==> config.mk <==
export PLATFORM = sky130hd
export DESIGN_NAME = nor_cmd_seq
export DESIGN_NICKNAME = d
export VERILOG_FILES = /design/src/rtl/nor_seq_pkg.sv /design/src/rtl/nor_req_check.sv /design/src/rtl/nor_countdown.sv /design/src/rtl/nor_cmd_seq.sv
export SDC_FILE = /design/constraint.sdc
export NUM_CORES = 1
export LEC_CHECK = 0
export ABC_AREA = 1
export BUFFER_PORTS_ARGS = -buffer_cell sky130_fd_sc_hd__buf_2
export CORE_UTILIZATION = 50
export DETAILED_ROUTE_END_ITERATION = 16
export PLACE_DENSITY = 0.8
export SYNTH_ARGS = -nofsm -noshare
export SYNTH_HDL_FRONTEND = slang
export SYNTH_SLANG_ARGS = --single-unit
==> constraint.sdc <==
create_clock -name clk -period 2.7 [get_ports clk]
set_input_delay 0.135 -clock clk [delete_from_list [all_inputs] [get_ports clk]]
set_output_delay 0.135 -clock clk [all_outputs]
set_load 0.01 [all_outputs]
==> src/rtl/nor_seq_pkg.sv <==
package nor_seq_pkg;
  localparam logic [2:0] OP_READ  = 3'd0;
  localparam logic [2:0] OP_PROG  = 3'd1;
  localparam logic [2:0] OP_SECT  = 3'd2;
  localparam logic [2:0] OP_CHIP  = 3'd3;
  localparam logic [2:0] OP_SREG  = 3'd4;
  localparam logic [2:0] OP_SLEEP = 3'd5;
  localparam logic [2:0] OP_WAKE  = 3'd6;

  localparam logic [7:0] FL_READ  = 8'h03;
  localparam logic [7:0] FL_PROG  = 8'h02;
  localparam logic [7:0] FL_STAT  = 8'h05;
  localparam logic [7:0] FL_WREN  = 8'h06;
  localparam logic [7:0] FL_SECT  = 8'h20;
  localparam logic [7:0] FL_SREG  = 8'h48;
  localparam logic [7:0] FL_WAKE  = 8'hAB;
  localparam logic [7:0] FL_SLEEP = 8'hB9;
  localparam logic [7:0] FL_CHIP  = 8'hC7;

  typedef enum logic [3:0] {
    S_IDLE, S_WREN, S_SETTLE, S_CMD, S_ADDR, S_DUMMY, S_DATA, S_RDOUT,
    S_ENDF, S_POLLWAIT, S_STAT, S_GAPEND, S_FIN
  } seq_state_e;
endpackage

==> src/rtl/nor_req_check.sv <==
module nor_req_check
  import nor_seq_pkg::*;
#(
  parameter int LEN_W      = 12,
  parameter int POLL_W     = 8,
  parameter int PAGE_POLLS = 100,
  parameter int CHIP_POLLS = 200
) (
  input  logic [2:0]        op,
  input  logic [23:0]       addr,
  input  logic [LEN_W-1:0]  len,
  output logic              ok,
  output logic [7:0]        opcode,
  output logic              need_wren,
  output logic              has_addr,
  output logic              has_dummy,
  output logic              is_rd,
  output logic              is_wr,
  output logic [LEN_W-1:0]  eff_len,
  output logic [POLL_W-1:0] poll_limit
);
  logic [LEN_W-1:0] page_room;
  logic [LEN_W:0]   sreg_end;
  logic             sreg_win_ok;

  assign page_room   = LEN_W'(256) - LEN_W'(addr[7:0]);
  assign sreg_end    = {1'b0, len} + (LEN_W+1)'(addr[7:0]);
  assign sreg_win_ok = (addr[13:12] != 2'd0) && (addr[15:14] == 2'd0) && (addr[11:8] == 4'd0);

  always_comb begin
    ok = 1'b1; opcode = 8'h00; need_wren = 1'b0; has_addr = 1'b0;
    has_dummy = 1'b0; is_rd = 1'b0; is_wr = 1'b0; eff_len = '0;
    poll_limit = POLL_W'(PAGE_POLLS);
    case (op)
      OP_READ: begin
        opcode = FL_READ; has_addr = 1'b1; is_rd = 1'b1; eff_len = len;
      end
      OP_PROG: begin
        opcode = FL_PROG; need_wren = 1'b1; has_addr = 1'b1; is_wr = 1'b1;
        eff_len = (len > page_room) ? page_room : len;
      end
      OP_SECT: begin
        opcode = FL_SECT; need_wren = 1'b1; has_addr = 1'b1;
      end
      OP_CHIP: begin
        opcode = FL_CHIP; need_wren = 1'b1; poll_limit = POLL_W'(CHIP_POLLS);
      end
      OP_SREG: begin
        opcode = FL_SREG; has_addr = 1'b1; has_dummy = 1'b1; is_rd = 1'b1;
        ok = sreg_win_ok;
        eff_len = (sreg_end > (LEN_W+1)'(255)) ? (LEN_W'(255) - LEN_W'(addr[7:0])) : len;
      end
      OP_SLEEP: opcode = FL_SLEEP;
      OP_WAKE:  opcode = FL_WAKE;
      default:  ok = 1'b0;
    endcase
  end
endmodule

==> src/rtl/nor_countdown.sv <==
module nor_countdown #(
  parameter int W = 8
) (
  input  logic         clk,
  input  logic         rst,
  input  logic         load,
  input  logic [W-1:0] val,
  output logic         fire
);
  logic [W-1:0] cnt;
  logic         run;

  always_ff @(posedge clk) begin
    if (rst) begin
      cnt  <= '0;
      run  <= 1'b0;
      fire <= 1'b0;
    end else begin
      fire <= 1'b0;
      if (load) begin
        cnt <= val;
        run <= 1'b1;
      end else if (run) begin
        if (cnt <= W'(1)) begin
          run  <= 1'b0;
          fire <= 1'b1;
        end else begin
          cnt <= cnt - 1'b1;
        end
      end
    end
  end
endmodule

==> src/rtl/nor_cmd_seq.sv <==
module nor_cmd_seq
  import nor_seq_pkg::*;
#(
  parameter int LEN_W      = 12,
  parameter int GAP_CYC    = 16,
  parameter int SETTLE_CYC = 625,
  parameter int POLL_CYC   = 62500,
  parameter int PAGE_POLLS = 1000,
  parameter int CHIP_POLLS = 400000
) (
  input  logic             clk,
  input  logic             rst,
  input  logic             req_valid,
  output logic             req_ready,
  input  logic [2:0]       req_op,
  input  logic [23:0]      req_addr,
  input  logic [LEN_W-1:0] req_len,
  input  logic [7:0]       wr_data,
  input  logic             wr_valid,
  output logic             wr_ready,
  output logic [7:0]       rd_data,
  output logic             rd_valid,
  input  logic             rd_ready,
  output logic             done,
  output logic             err,
  output logic [LEN_W-1:0] xfer_count,
  output logic             busy,
  output logic             cs_n,
  output logic             bx_start,
  output logic [7:0]       bx_tx,
  input  logic             bx_done,
  input  logic [7:0]       bx_rx
);
  localparam int TMR_A   = (POLL_CYC > SETTLE_CYC) ? POLL_CYC : SETTLE_CYC;
  localparam int TMR_MAX = (TMR_A > GAP_CYC) ? TMR_A : GAP_CYC;
  localparam int TMR_W   = $clog2(TMR_MAX + 1);
  localparam int POLL_W  = $clog2(((PAGE_POLLS > CHIP_POLLS) ? PAGE_POLLS : CHIP_POLLS) + 1);

  seq_state_e        state;
  logic              c_ok, c_wren, c_addr, c_dummy, c_rd, c_wr;
  logic [7:0]        c_opcode;
  logic [LEN_W-1:0]  c_eff;
  logic [POLL_W-1:0] c_limit;

  logic [7:0]        opcode_q;
  logic              wren_q, addr_q_en, dummy_q, rd_q, wr_q, fail_q, inflight;
  logic [23:0]       addr_q;
  logic [LEN_W-1:0]  eff_q, cnt_q;
  logic [POLL_W-1:0] limit_q, poll_q;
  logic [1:0]        idx_q;
  logic              stat_ix;
  logic              tmr_load, tmr_fire;
  logic [TMR_W-1:0]  tmr_val;
  logic [7:0]        addr_byte;

  nor_req_check #(
    .LEN_W(LEN_W), .POLL_W(POLL_W), .PAGE_POLLS(PAGE_POLLS), .CHIP_POLLS(CHIP_POLLS)
  ) u_check (
    .op(req_op), .addr(req_addr), .len(req_len), .ok(c_ok), .opcode(c_opcode),
    .need_wren(c_wren), .has_addr(c_addr), .has_dummy(c_dummy), .is_rd(c_rd),
    .is_wr(c_wr), .eff_len(c_eff), .poll_limit(c_limit)
  );

  nor_countdown #(.W(TMR_W)) u_timer (
    .clk(clk), .rst(rst), .load(tmr_load), .val(tmr_val), .fire(tmr_fire)
  );

  always_comb begin
    case (idx_q)
      2'd0:    addr_byte = addr_q[23:16];
      2'd1:    addr_byte = addr_q[15:8];
      default: addr_byte = addr_q[7:0];
    endcase
  end

  assign wr_ready = (state == S_DATA) && wr_q && !inflight;

  always_ff @(posedge clk) begin
    if (rst) begin
      state <= S_IDLE; req_ready <= 1'b1; busy <= 1'b0; cs_n <= 1'b1;
      bx_start <= 1'b0; bx_tx <= 8'h00; rd_data <= 8'h00; rd_valid <= 1'b0;
      done <= 1'b0; err <= 1'b0; xfer_count <= '0; inflight <= 1'b0;
      opcode_q <= 8'h00; wren_q <= 1'b0; addr_q_en <= 1'b0; dummy_q <= 1'b0;
      rd_q <= 1'b0; wr_q <= 1'b0; fail_q <= 1'b0; addr_q <= '0; eff_q <= '0;
      cnt_q <= '0; limit_q <= '0; poll_q <= '0; idx_q <= 2'd0; stat_ix <= 1'b0;
      tmr_load <= 1'b0; tmr_val <= '0;
    end else begin
      bx_start <= 1'b0;
      done     <= 1'b0;
      tmr_load <= 1'b0;
      case (state)
        S_IDLE: if (req_valid && req_ready) begin
          req_ready <= 1'b0; busy <= 1'b1; err <= 1'b0; xfer_count <= '0;
          opcode_q <= c_opcode; wren_q <= c_wren; addr_q_en <= c_addr;
          dummy_q <= c_dummy; rd_q <= c_rd; wr_q <= c_wr; addr_q <= req_addr;
          eff_q <= c_eff; limit_q <= c_limit; cnt_q <= '0; poll_q <= '0;
          idx_q <= 2'd0; fail_q <= !c_ok;
          state <= !c_ok ? S_FIN : (c_wren ? S_WREN : S_CMD);
        end
        S_WREN: if (!inflight) begin
          cs_n <= 1'b0; bx_start <= 1'b1; bx_tx <= FL_WREN; inflight <= 1'b1;
        end else if (bx_done) begin
          inflight <= 1'b0; cs_n <= 1'b1; tmr_load <= 1'b1;
          tmr_val <= TMR_W'(SETTLE_CYC); state <= S_SETTLE;
        end
        S_SETTLE: if (tmr_fire) state <= S_CMD;
        S_CMD: if (!inflight) begin
          cs_n <= 1'b0; bx_start <= 1'b1; bx_tx <= opcode_q; inflight <= 1'b1;
        end else if (bx_done) begin
          inflight <= 1'b0; idx_q <= 2'd0;
          state <= addr_q_en ? S_ADDR : S_ENDF;
        end
        S_ADDR: if (!inflight) begin
          bx_start <= 1'b1; bx_tx <= addr_byte; inflight <= 1'b1;
        end else if (bx_done) begin
          inflight <= 1'b0; idx_q <= idx_q + 2'd1;
          if (idx_q == 2'd2) begin
            if (dummy_q) state <= S_DUMMY;
            else if ((rd_q || wr_q) && eff_q != '0) state <= S_DATA;
            else state <= S_ENDF;
          end
        end
        S_DUMMY: if (!inflight) begin
          bx_start <= 1'b1; bx_tx <= 8'h00; inflight <= 1'b1;
        end else if (bx_done) begin
          inflight <= 1'b0;
          state <= (eff_q != '0) ? S_DATA : S_ENDF;
        end
        S_DATA: if (!inflight) begin
          if (wr_q) begin
            if (wr_valid) begin
              bx_start <= 1'b1; bx_tx <= wr_data; inflight <= 1'b1;
            end
          end else begin
            bx_start <= 1'b1; bx_tx <= 8'h00; inflight <= 1'b1;
          end
        end else if (bx_done) begin
          inflight <= 1'b0; cnt_q <= cnt_q + 1'b1;
          if (rd_q) begin
            rd_data <= bx_rx; rd_valid <= 1'b1; state <= S_RDOUT;
          end else if (cnt_q + 1'b1 == eff_q) begin
            state <= S_ENDF;
          end
        end
        S_RDOUT: if (rd_ready) begin
          rd_valid <= 1'b0;
          state <= (cnt_q == eff_q) ? S_ENDF : S_DATA;
        end
        S_ENDF: begin
          cs_n <= 1'b1; tmr_load <= 1'b1;
          if (wren_q) begin
            tmr_val <= TMR_W'(POLL_CYC); state <= S_POLLWAIT;
          end else begin
            tmr_val <= TMR_W'(GAP_CYC); state <= S_GAPEND;
          end
        end
        S_POLLWAIT: if (tmr_fire) begin
          stat_ix <= 1'b0; state <= S_STAT;
        end
        S_STAT: if (!inflight) begin
          cs_n <= 1'b0; bx_start <= 1'b1; inflight <= 1'b1;
          bx_tx <= stat_ix ? 8'h00 : FL_STAT;
        end else if (bx_done) begin
          inflight <= 1'b0;
          if (!stat_ix) begin
            stat_ix <= 1'b1;
          end else begin
            cs_n <= 1'b1; tmr_load <= 1'b1; poll_q <= poll_q + 1'b1;
            if (!bx_rx[0]) begin
              tmr_val <= TMR_W'(GAP_CYC); state <= S_GAPEND;
            end else if (poll_q + 1'b1 >= limit_q) begin
              fail_q <= 1'b1; tmr_val <= TMR_W'(GAP_CYC); state <= S_GAPEND;
            end else begin
              tmr_val <= TMR_W'(POLL_CYC); state <= S_POLLWAIT;
            end
          end
        end
        S_GAPEND: if (tmr_fire) state <= S_FIN;
        S_FIN: begin
          done <= 1'b1; err <= fail_q; xfer_count <= cnt_q;
          busy <= 1'b0; req_ready <= 1'b1; state <= S_IDLE;
        end
        default: state <= S_IDLE;
      endcase
    end
  end
endmodule

==> impl_metrics.json, run 1 <==
{
  "status": "complete, but fails checks",
  "failed_checks": "negative setup slack",
  "ys_ff_latch": 150,
  "critical_path_depth": 18,
  "cts_tree": "yes",
  "cts_max_level": 4,
  "crit_fanout": 4,
  "path_class": "register to register",
  "rows": 48,
  "worstPathCellList": "nand2_2, nor2_4, nand3_2, nor4_4, xor2_1, ha_1, nand2_2, nor2_2, nand3_1, nor2_1, nand3_1, nor2_1, a21oi_1, nand3_1, nand2_2, nand2_2, a21oi_1, nor2_1",
  "grt_usage": 0.2709,
  "grt_pass1_wl_um": 39590,
  "crit_family": "simple AND/OR/NAND/NOR gates",
  "synth_flop_cell": "dfxtp_1",
  "place_ws_ns": 0.01570,
  "worstSkewPairLatency_ns": 0.44,
  "synth_fp_nets": 1398,
  "rsz0062_at_grt": "true",
  "gp_congestion": 0.9798,
  "period_share": 1.002,
  "layoutNonFillerInstCount": 1664,
  "yosysUniqueCellTypes": 58,
  "drt_wl_total_um": 24400,
  "final-setup-viol-count": 2,
  "multiInputGateArea_um2": 5164,
  "critical-path-max-stage-delay_ns": 0.38,
  "slew_viol_final": 0,
  "synth_seq_area_share": 0.3397,
  "portBuffers": 96,
  "vias": 9180,
  "min_path_cells": 3,
  "met1_length_um": 10580,
  "die_height_um": 135.0,
  "cts_buffer_depth": 2,
  "die_w_um": 135.0,
  "cp.arrival_ns": 3.04,
  "peakVddDrop_uv": 572.5,
  "critPathRequiredTime_ns": 3.03,
  "first_iter_violations": 624,
  "cts-root-buf": "clkbuf_16",
  "avgViaCountPerCell": 5.517,
  "synthToLayoutAreaGrowth_pct": 19.72,
  "firstDrtPassIters": 5,
  "synthesis.area_um2": 8840,
  "core_um2": 17300,
  "path_common_cell": "nand2_2",
  "syn_inst": 1300,
  "relSlewSlack": 0.5109,
  "clk_pin_slew_ns": 0.07,
  "place_hpwl_um": 17630,
  "power_density_nw_per_um2": 775.9,
  "regArea_um2": 3034,
  "drive_above_1_share": 0.1752,
  "ant_nets": 0,
  "finalHoldViolations": 0,
  "die-area_um2": 18220,
  "antenna_found_initial": 2,
  "ys_warn_count": 0,
  "maxCapViolCount": 0,
  "n_fill_cell": 1537,
  "top_layer_used": "met5",
  "cts_sinks": 150,
  "reg2reg_depth": 18,
  "dp_cells": 1604,
  "critPathCaptureType": "register",
  "drt-wirelength-per-cell_um": 14.66,
  "grt_pass1_vias": 8510,
  "start_util": 0.5111,
  "cts_buffers": 17,
  "worst_pin_slew_ns": 0.7326,
  "wl_met2_um": 11600,
  "start_kind": "register",
  "power.leakage_nw": 4.766,
  "synth_edf_count": 0,
  "cp_num_buf_inv": 0,
  "post_synth.cell_area_avg_um2": 6.800,
  "synthArstFlopShare": 0,
  "io_pins": 97,
  "met3_length_um": 1510,
  "drc": 0,
  "grt_start_max_net_pins": 48,
  "hp-class": "input pin to register",
  "skew_ns": 0.007384,
  "fin_ws_ns": -0.004084,
  "grt_overflow_total": 0,
  "final_net_count": 1523,
  "slowest_stage": "dfxtp_4",
  "min_period_ns": 2.704,
  "fmax_ghz": 0.3698
}
==> registers in the layout (all words and copies together) (netlist names), 3 cells and up <==
register     flops
addr_q          24
poll_q          19
u_timer.cnt     16
cnt_q           12
eff_q           12
xfer_count      12
bx_tx            8
opcode_q         8
rd_data          8
state            4
tmr_val          4
limit_q          3
==> cell usage in the layout (no fill, tap or decap), drive strengths merged, types with 16 or more instances in the layout <==
master         n
nand3         73
clkbuf        19
inv          176
nand2        278
dlygate4sd3   16
o22ai         16
o21ai        104
nand4         18
dfxtp        150
a21oi        107
buf          129
ha            35
nor2         167
nor3          19
xnor2         18
xor2          22
==> what timing repair did <==
action,in CTS,in global routing
hold buffers,16,0
pin swaps,1,21
setup buffers,2,9
endpoints found under the hold margin,16,0
endpoints found under the setup margin,3,5
gates resized for setup,2,50
==> metal layers <==
metal  global-route usage  vias to the layer above
li1                     -                     4558
met1               0.3347                     4251
met2               0.4590                      300
met3              0.05030                       69
met4               0.1180                        2
met5                    0                        -
==> worst paths after layout <==
kind | startpoint | endpoint | slack, ns
worst max-delay path | poll_q[8] | fail_q | -0.004
worst min register to register | opcode_q[2] | opcode_q[2] | 0.45
worst max register to register | poll_q[8] | fail_q | -0.004
worst min-delay path | req_addr[9] | addr_q[9] | 0.004
==> worst reg2reg max path, cell delays in order (launching register included) <==
cell and delay, ns:
dfxtp_4 0.38, nand2_2 0.09, nor2_4 0.14, nand3_2 0.11
nor4_4 0.30, xor2_1 0.25, ha_1 0.30, nand2_2 0.10
nor2_2 0.05, nand3_1 0.06, nor2_1 0.04, nand3_1 0.07
nor2_1 0.04, a21oi_1 0.15, nand3_1 0.12, nand2_2 0.14
nand2_2 0.07, a21oi_1 0.12, nor2_1 0.06
==> stage by stage <==
stage	hold WS [ns]	total power (W)	TNS [ns]	area (um2)	util
2_1_floorplan	0.2699	0.005084	0	8840	-
3_3_place_gp	0.3661	0.005786	0	9605	0.5553
3_5_place_dp	0.3638	0.005854	0	9605	0.5553
4_1_cts	0.003358	0.008153	0	10360	0.5988
5_1_grt	0.02070	0.008723	-0.6577	10580	0.6117
6_report	0.004190	0.008211	-0.007583	10580	0.6118
==> synth_stat cells, types with 3 or more instances <==
master,n,area (um2)
a221oi_1,6,52.55
or2_1,3,18.77
dfxtp_1,150,3003
o21ai_0,99,495.5
nand4_1,17,106.4
nor2_1,147,551.8
a41oi_1,5,43.79
o21a_1,5,37.54
buf_2,6,30.03
a21oi_1,104,520.5
a32o_1,3,30.03
a21o_1,3,22.52
a211oi_1,8,60.06
nor3_1,17,85.08
clkinv_1,4,15.01
xor2_1,22,192.7
nor3b_1,3,22.52
a31oi_1,4,25.02
inv_1,155,581.8
inv_2,13,48.80
clkbuf_1,29,108.9
nor2_2,12,75.07
a22oi_1,5,37.54
nand3_1,72,360.4
nand2_1,268,1006
nor2_4,7,78.83
nor4_1,4,25.02
ha_1,35,437.9
a21oi_2,3,26.28
o211ai_1,11,82.58
xnor2_1,18,157.7
o22ai_1,16,100.1
nand3b_1,4,30.03
nand2_2,8,50.05
o21ai_1,5,25.02
==> logic make-up (layout without fill, tap and decap cells) <==
kind of cell / count (synthesis) / count (layout) / synth area share
simple gates: 573 / 573 / 0.2869
fa+ha+maj: 37 / 37 / 0.05407
buf+inv: 211 / 349 / 0.09129
flops: 150 / 150 / 0.3397
other cells: 0 / 1 / 0
compound gates: 289 / 289 / 0.1884
xor+xnor: 40 / 40 / 0.03963
==> final cells by class <==
type / instances / share of cell area
multi-input combinational: 939 / 0.4879
clock buffer: 19 / 0.04280
inverter: 172 / 0.06101
sequential: 150 / 0.2867
timing repair buffer: 145 / 0.08430
antenna: 1 / 0.0002365
clock inverter: 13 / 0.01040
tap: 225 / 0.02660
==> where the power goes <==
group          internal (W)  switching [W]  total (W)
logic               0.00101        0.00201    0.00303
registers           0.00262       0.000272    0.00290
clock network       0.00125        0.00104    0.00229
total               0.00489        0.00332    0.00821
No activity file was read; power rests on OpenSTA's default activity.
==> run 2: changes to the inputs <==
- CORE_MARGIN: default -> 5
- PLACE_DENSITY: 0.8 -> 0.79
- SYNTH_HIERARCHICAL: default -> 1
==> run 2 against run 1 <==
  * The run still ends with negative setup slack left
  * Sequential power grew 12%
  * Utilization down 1.4 points
  * Largest cell class unchanged
  * Synthesized area grew 16%
  * Non-clock buffer count grew 20
  * Synthesized cell count increased by 20%
  * Largest power group unchanged
  * Clock skew increased by 0.0045 ns
  * Total power up 18%
==> impl_metrics.json, run 2 <==
{
  "grt_start_max_net_pins": 148,
  "fin_area_um2": 12100,
  "power_density_nw_per_um2": 803.4,
  "layout_commonest_cell": "nand2_1",
  "synth_flop_cell": "dfxtp_1",
  "synthSimpleGateAreaFrac": 0.2996,
  "post_synth.cell_area_avg_um2": 6.620,
  "largest_register_ffs": 24,
  "failed_checks": "negative setup slack",
  "min_period_ns": 2.843,
  "critPathCaptureType": "register",
  "yosys.area_share.adder": 0.05932,
  "rows": 52,
  "place_hpwl_um": 19540,
  "fin_ws_ns": -0.1425,
  "drive_above_1_share": 0.1596,
  "ys_ff_latch": 166,
  "synthesis.area_um2": 10290,
  "cts_buffers": 17,
  "drt_wl_total_um": 27610,
  "worst-r2r-setup-slack_ns": -0.14,
  "dpl-instance-area_um2": 11020,
  "period_share": 1.053,
  "slowest_stage": "dfxtp_4",
  "relSlewSlack": 0.4588,
  "cp_num_buf_inv": 2,
  "synth-compound-area-share": 0.1716,
  "ant_nets": 0,
  "clk_pin_slew_ns": 0.08,
  "hp-class": "input pin to register",
  "synthXorXnorAreaFrac": 0.02723,
  "cts_tree": "yes",
  "synth_most_common_cell": "nand2_1",
  "gp_congestion": 0.9584,
  "die_height_um": 153.5,
  "start_kind": "register",
  "cts_max_level": 4,
  "worstSkewPairLatency_ns": 0.44,
  "worstPathCellList": "ha_4, nand4_1, nor2_2, nand2_2, nor2_4, nand4_1, xnor2_2, ha_1, nand2_2, nor2_4, nand2_2, nor2_2, a21oi_1, nand3_1, nand2_2, buf_4, buf_4, nand3_1, a21oi_1",
  "power.leakage_nw": 5.589,
  "cts-root-buf": "clkbuf_16",
  "maxCapViolCount": 0,
  "portBuffers": 96,
  "layout_common_cells": "nand2_1, inv_1, nor2_1, dfxtp_1, a21oi_1",
  "reg.largest.list": "addr_q x24, limit_q x19, poll_q x19",
  "crit_fanout": 3,
  "netlist_top_cells_area": "dfxtp_1, nand2_1, inv_1, nor2_1, a21oi_1",
  "place_ws_ns": -0.1425,
  "synth.area.mux_share": 0,
  "synth_top_family_by_area": "simple AND/OR/NAND/NOR gates",
  "grt_pass1_vias": 9678,
  "skew_ns": 0.01189,
  "synthArstFlopShare": 0,
  "grt_usage": 0.2277,
  "yosys-top-cells-count": "nand2_1, inv_1, nor2_1",
  "first_iter_violations": 688,
  "yosysUniqueCellTypes": 59,
  "drt-wirelength-per-cell_um": 14.03,
  "drc": 0,
  "die_w_um": 153.5,
  "core_um2": 20230,
  "syn_inst": 1555,
  "firstDrtPassIters": 5,
  "status": "complete, but fails checks",
  "avgViaCountPerCell": 5.268,
  "top_register": "addr_q",
  "slew_viol_final": 0,
  "path_class": "register to register",
  "path_common_cell": "nand2_2",
  "antenna_cells": 0,
  "finalHoldViolations": 0,
  "cts_sinks": 166,
  "crit_family": "simple AND/OR/NAND/NOR gates",
  "fmax_ghz": 0.3518,
  "critical-path-max-stage-delay_ns": 0.37,
  "io_pins": 97,
  "vias": 10370,
  "synth_edf_count": 0,
  "grt_pass1_wl_um": 45420,
  "ys_warn_count": 6,
  "critPathRequiredTime_ns": 3.02,
  "final_net_count": 1793,
  "synth_top_area_cell": "dfxtp_1",
  "start_util": 0.5087,
  "final-setup-viol-count": 3,
  "cp.arrival_ns": 3.17,
  "die-area_um2": 23560,
  "rsz0062_at_grt": "true",
  "worst_pin_slew_ns": 0.8107,
  "cts_buffer_depth": 2,
  "antenna_found_initial": 0,
  "synthToLayoutAreaGrowth_pct": 17.55,
  "grt_overflow_total": 0,
  "peakVddDrop_uv": 470.1,
  "synth_seq_area_share": 0.3228,
  "synth_top_area_frac": 0.3228
}
run 2: cell types whose count changed after synthesis, sizes merged, moves of 5 or more:
cell / change
inv: +45
nand3: +20
dfxtp: +16
ha: +9
o211ai: -6
buf: +25
nor2: +39
a21oi: +27
a221oi: -5
o21ai: +33
xnor2: -12
nand2: +71
run 2: logic make-up after synthesis:
group / count (synthesis)
DFF: 166
AOI/OAI and AO/OA: 323
adders and majority gates: 47
and+or+nand+nor: 700
xor gates and xnor gates: 32
other: 3
buffers and inverters: 284
run 2: routing by layer:
layer | track usage | vias to the layer above | share of wire | wire [um]
li1 | - | 5272 | - | -
met1 | 0.2771 | 4738 | 0.43 | 11910
met2 | 0.4080 | 302 | 0.50 | 13700
met3 | 0.03986 | 55 | 0.051 | 1416
met4 | 0.07149 | 0 | 0.021 | 578
met5 | 0 | - | 0 | 0
run 2: power by group:
part / total [W] / internal (W) / leakage (nW) / switching [W]
clock network: 0.00238 / 0.00123 / 0.271 / 0.00115
registers: 0.00324 / 0.00294 / 1.35 / 0.000295
logic: 0.00410 / 0.00140 / 3.96 / 0.00270
total: 0.00972 / 0.00557 / 5.59 / 0.00415
run 2: tightest hold or removal path, cell delays in order:
cell	delay [ns]
buf_2	0.09
o21ai_1	0.06
a21oi_1	0.12
run 2: final cells by class:
type	count	area (um2)
inverters	217	829.5
flip-flops and latches	166	3328
repair buffers	165	1096
multi-input cells	1118	5929
well taps	270	337.8
fillers	1814	8134
clock buffers	17	425.4
clock inverters	15	153.9
run 2: through the flow:
step | std cells | hold slack (ns) | power, W | util | TNS [ns]
floorplan | 1568 | 0.2699 | 0.006379 | - | 0
global placement | 1897 | 0.3576 | 0.007120 | 0.5448 | 0
detailed placement | 1897 | 0.3663 | 0.007228 | 0.5448 | -0.5328
CTS | 1966 | 0.004136 | 0.009652 | 0.5924 | 0
global route | 1968 | 0.02054 | 0.01046 | 0.5980 | -1.154
finish | 1968 | 0.004086 | 0.009721 | 0.5980 | -0.1978
run 2: repair_timing:
action | in CTS | in global routing
pin swaps | 11 | 18
hold buffers | 29 | 0
hold endpoints to repair | 29 | 0
resized for setup | 10 | 21
buffers inserted | 8 | 2
setup endpoints to repair | 5 | 5
run 2: final timing paths:
check	start	end	cells after the start
min reg2reg	addr_q[14]	addr_q[14]	2
min	req_addr[10]	addr_q[10]	3
max reg2reg	poll_q[1]	tmr_val[5]	19
max	poll_q[1]	tmr_val[5]	19
==> run 3: changes to the inputs <==
- REMOVE_ABC_BUFFERS: default -> 1
==> run 3 against run 2 <==
  * The run now ends clean
  * First-iteration DRC count fell by 15%
  * Flip-flop and latch count did not move
  * Worst setup slack improved by 0.15 ns
  * Global-route usage fell by 0.32 points
  * Fmax rose by 5.7%
  * Utilization fell by 0.12 points
  * Critical endpoint is now state[1]
==> impl_metrics.json, run 3 (synthesis gave the netlist of run 2 again) <==
{
  "final_net_count": 1790,
  "layout_commonest_cell": "nand2_1",
  "critical-path-max-stage-delay_ns": 0.36,
  "largest_register_ffs": 24,
  "io_pins": 97,
  "p_sw_frac": 0.4166,
  "avgViaCountPerCell": 5.242,
  "maxCapViolCount": 0,
  "worst-r2r-setup-slack_ns": 0.01,
  "ant_nets": 0,
  "gp_congestion": 0.9261,
  "cts_max_level": 4,
  "antenna_cells": 0,
  "place_ws_ns": -0.1578,
  "drc": 0,
  "crit_fanout": 3,
  "worst_pin_slew_ns": 0.7624,
  "power_w": 0.009709,
  "critPathCaptureType": "register",
  "fin_ws_ns": 0.01025,
  "path_common_cell": "nand2_2",
  "hp-class": "input pin to register",
  "p_seq_frac": 0.334,
  "grt_start_max_net_pins": 148,
  "combinationalPowerShare": 0.425,
  "grt_pass1_vias": 9652,
  "p_int_w": 0.005664,
  "worstSkewPairLatency_ns": 0.43,
  "grt_usage": 0.2245,
  "cts_buffer_depth": 2,
  "relSlewSlack": 0.4910,
  "cts_buffers": 17,
  "power.leakage_nw": 5.583,
  "start_util": 0.5087,
  "portBuffers": 96,
  "p_switching_w": 0.004045,
  "drt_wl_total_um": 27050,
  "period_share": 0.9962,
  "min_period_ns": 2.690,
  "core_um2": 20230,
  "cts_sinks": 166,
  "slowest_stage": "dfxtp_2",
  "slew_viol_final": 0,
  "reg.largest.list": "addr_q x24, limit_q x19, poll_q x19",
  "cts_tree": "yes",
  "path_class": "register to register",
  "hold_ws_ns": 0.01410,
  "antenna_found_initial": 1,
  "status": "complete, no violations",
  "clk_pin_slew_ns": 0.07,
  "top_register": "addr_q",
  "start_kind": "register",
  "grt_overflow_total": 0,
  "critPathRequiredTime_ns": 3.02,
  "power_density_nw_per_um2": 804.0,
  "drt-wirelength-per-cell_um": 13.76,
  "vias": 10300,
  "peakVddDrop_uv": 542.9,
  "synthToLayoutAreaGrowth_pct": 17.31,
  "cts-root-buf": "clkbuf_16",
  "final-setup-viol-count": 0,
  "clkPwrFrac": 0.241,
  "first_iter_violations": 587,
  "rsz0062_at_grt": "true",
  "fmax_ghz": 0.3718,
  "cp.arrival_ns": 3.01,
  "drive_above_1_share": 0.1652,
  "grt_pass1_wl_um": 45090,
  "worstPathCellList": "ha_4, nand4_1, nor2_2, nand2_2, nor2_2, nand4_1, xnor2_2, ha_1, nand2_2, nor2_4, nand2_2, nor2_2, a21oi_2, nand3_2, nand2_4, nand2_2, nor2_1, nand3_1, nand2_1, nor2_1",
  "die-area_um2": 23560,
  "skew_ns": 0.01129,
  "place_hpwl_um": 19740,
  "die_w_um": 153.5,
  "finalHoldViolations": 0,
  "die_height_um": 153.5,
  "layout_common_cells": "nand2_1, inv_1, nor2_1, dfxtp_1, a21oi_1",
  "firstDrtPassIters": 5,
  "rows": 52,
  "crit_family": "simple AND/OR/NAND/NOR gates",
  "cp_num_buf_inv": 0
}
==> run 3: worst paths after layout <==
kind,cells past startpoint,from,to
setup / recovery,20,poll_q[1],state[1]
hold / removal,3,req_addr[10],addr_q[10]
setup reg to reg,20,poll_q[1],state[1]
hold reg to reg,2,opcode_q[2],opcode_q[2]
==> run 3: what timing repair did <==
item / in CTS / in global routing
endpoints found under the hold margin: 25 / 0
gates resized for setup: 12 / 26
hold buffers: 25 / 0
buffers inserted: 4 / 1
setup endpoints to repair: 4 / 5
pin swaps: 12 / 15
==> run 3: per-layer routing <==
| layer | global-route usage | vias to the layer above | wire (um) | share of wire |
|---|---|---|---|---|
| li1 | - | 5256 | - | - |
| met1 | 0.2806 | 4725 | 11790 | 0.44 |
| met2 | 0.3942 | 275 | 13280 | 0.49 |
| met3 | 0.04411 | 42 | 1422 | 0.053 |
| met4 | 0.06140 | 2 | 549 | 0.020 |
| met5 | 0 | - | 7 | 0.00026 |
==> run 3: final cells by class <==
type	count	area [um2]
clock buffer	19	432.9
clock inverter	13	122.6
fill	1850	8159
inverter	217	829.5
multi-input combinational	1118	5963
sequential	166	3326
tap	270	337.8
timing repair buffer	162	1064
==> run 3: power by group through the flow <==
stage	logic, W	registers (W)	clock network, W
2_1_floorplan	0.00299	0.00324	0
3_3_place_gp	0.00388	0.00327	0
3_5_place_dp	0.00396	0.00328	0
4_1_cts	0.00405	0.00323	0.00237
5_1_grt	0.00472	0.00329	0.00248
6_report	0.00413	0.00324	0.00234
==> run 3: worst register-to-register path, cell delays in order (launching register included) <==
cell	delay, ns
dfxtp_2	0.36
ha_4	0.14
nand4_1	0.11
nor2_2	0.15
nand2_2	0.10
nor2_2	0.12
nand4_1	0.14
xnor2_2	0.18
ha_1	0.30
nand2_2	0.11
nor2_4	0.04
nand2_2	0.09
nor2_2	0.05
a21oi_2	0.14
nand3_2	0.11
nand2_4	0.09
nand2_2	0.07
nor2_1	0.10
nand3_1	0.07
nand2_1	0.08
nor2_1	0.05
==> run 3: metrics by stage <==
step / utilization / TNS [ns] / cell area (um2) / instances
floorplan: - / -0.8048 / 9952 / 1501
global placement: 0.5470 / 0 / 11070 / 1903
detailed placement: 0.5470 / -0.8158 / 11070 / 1903
CTS: 0.5903 / -0.03510 / 11940 / 1964
global route: 0.5968 / -0.7151 / 12080 / 1965
finish: 0.5968 / 0 / 12080 / 1965
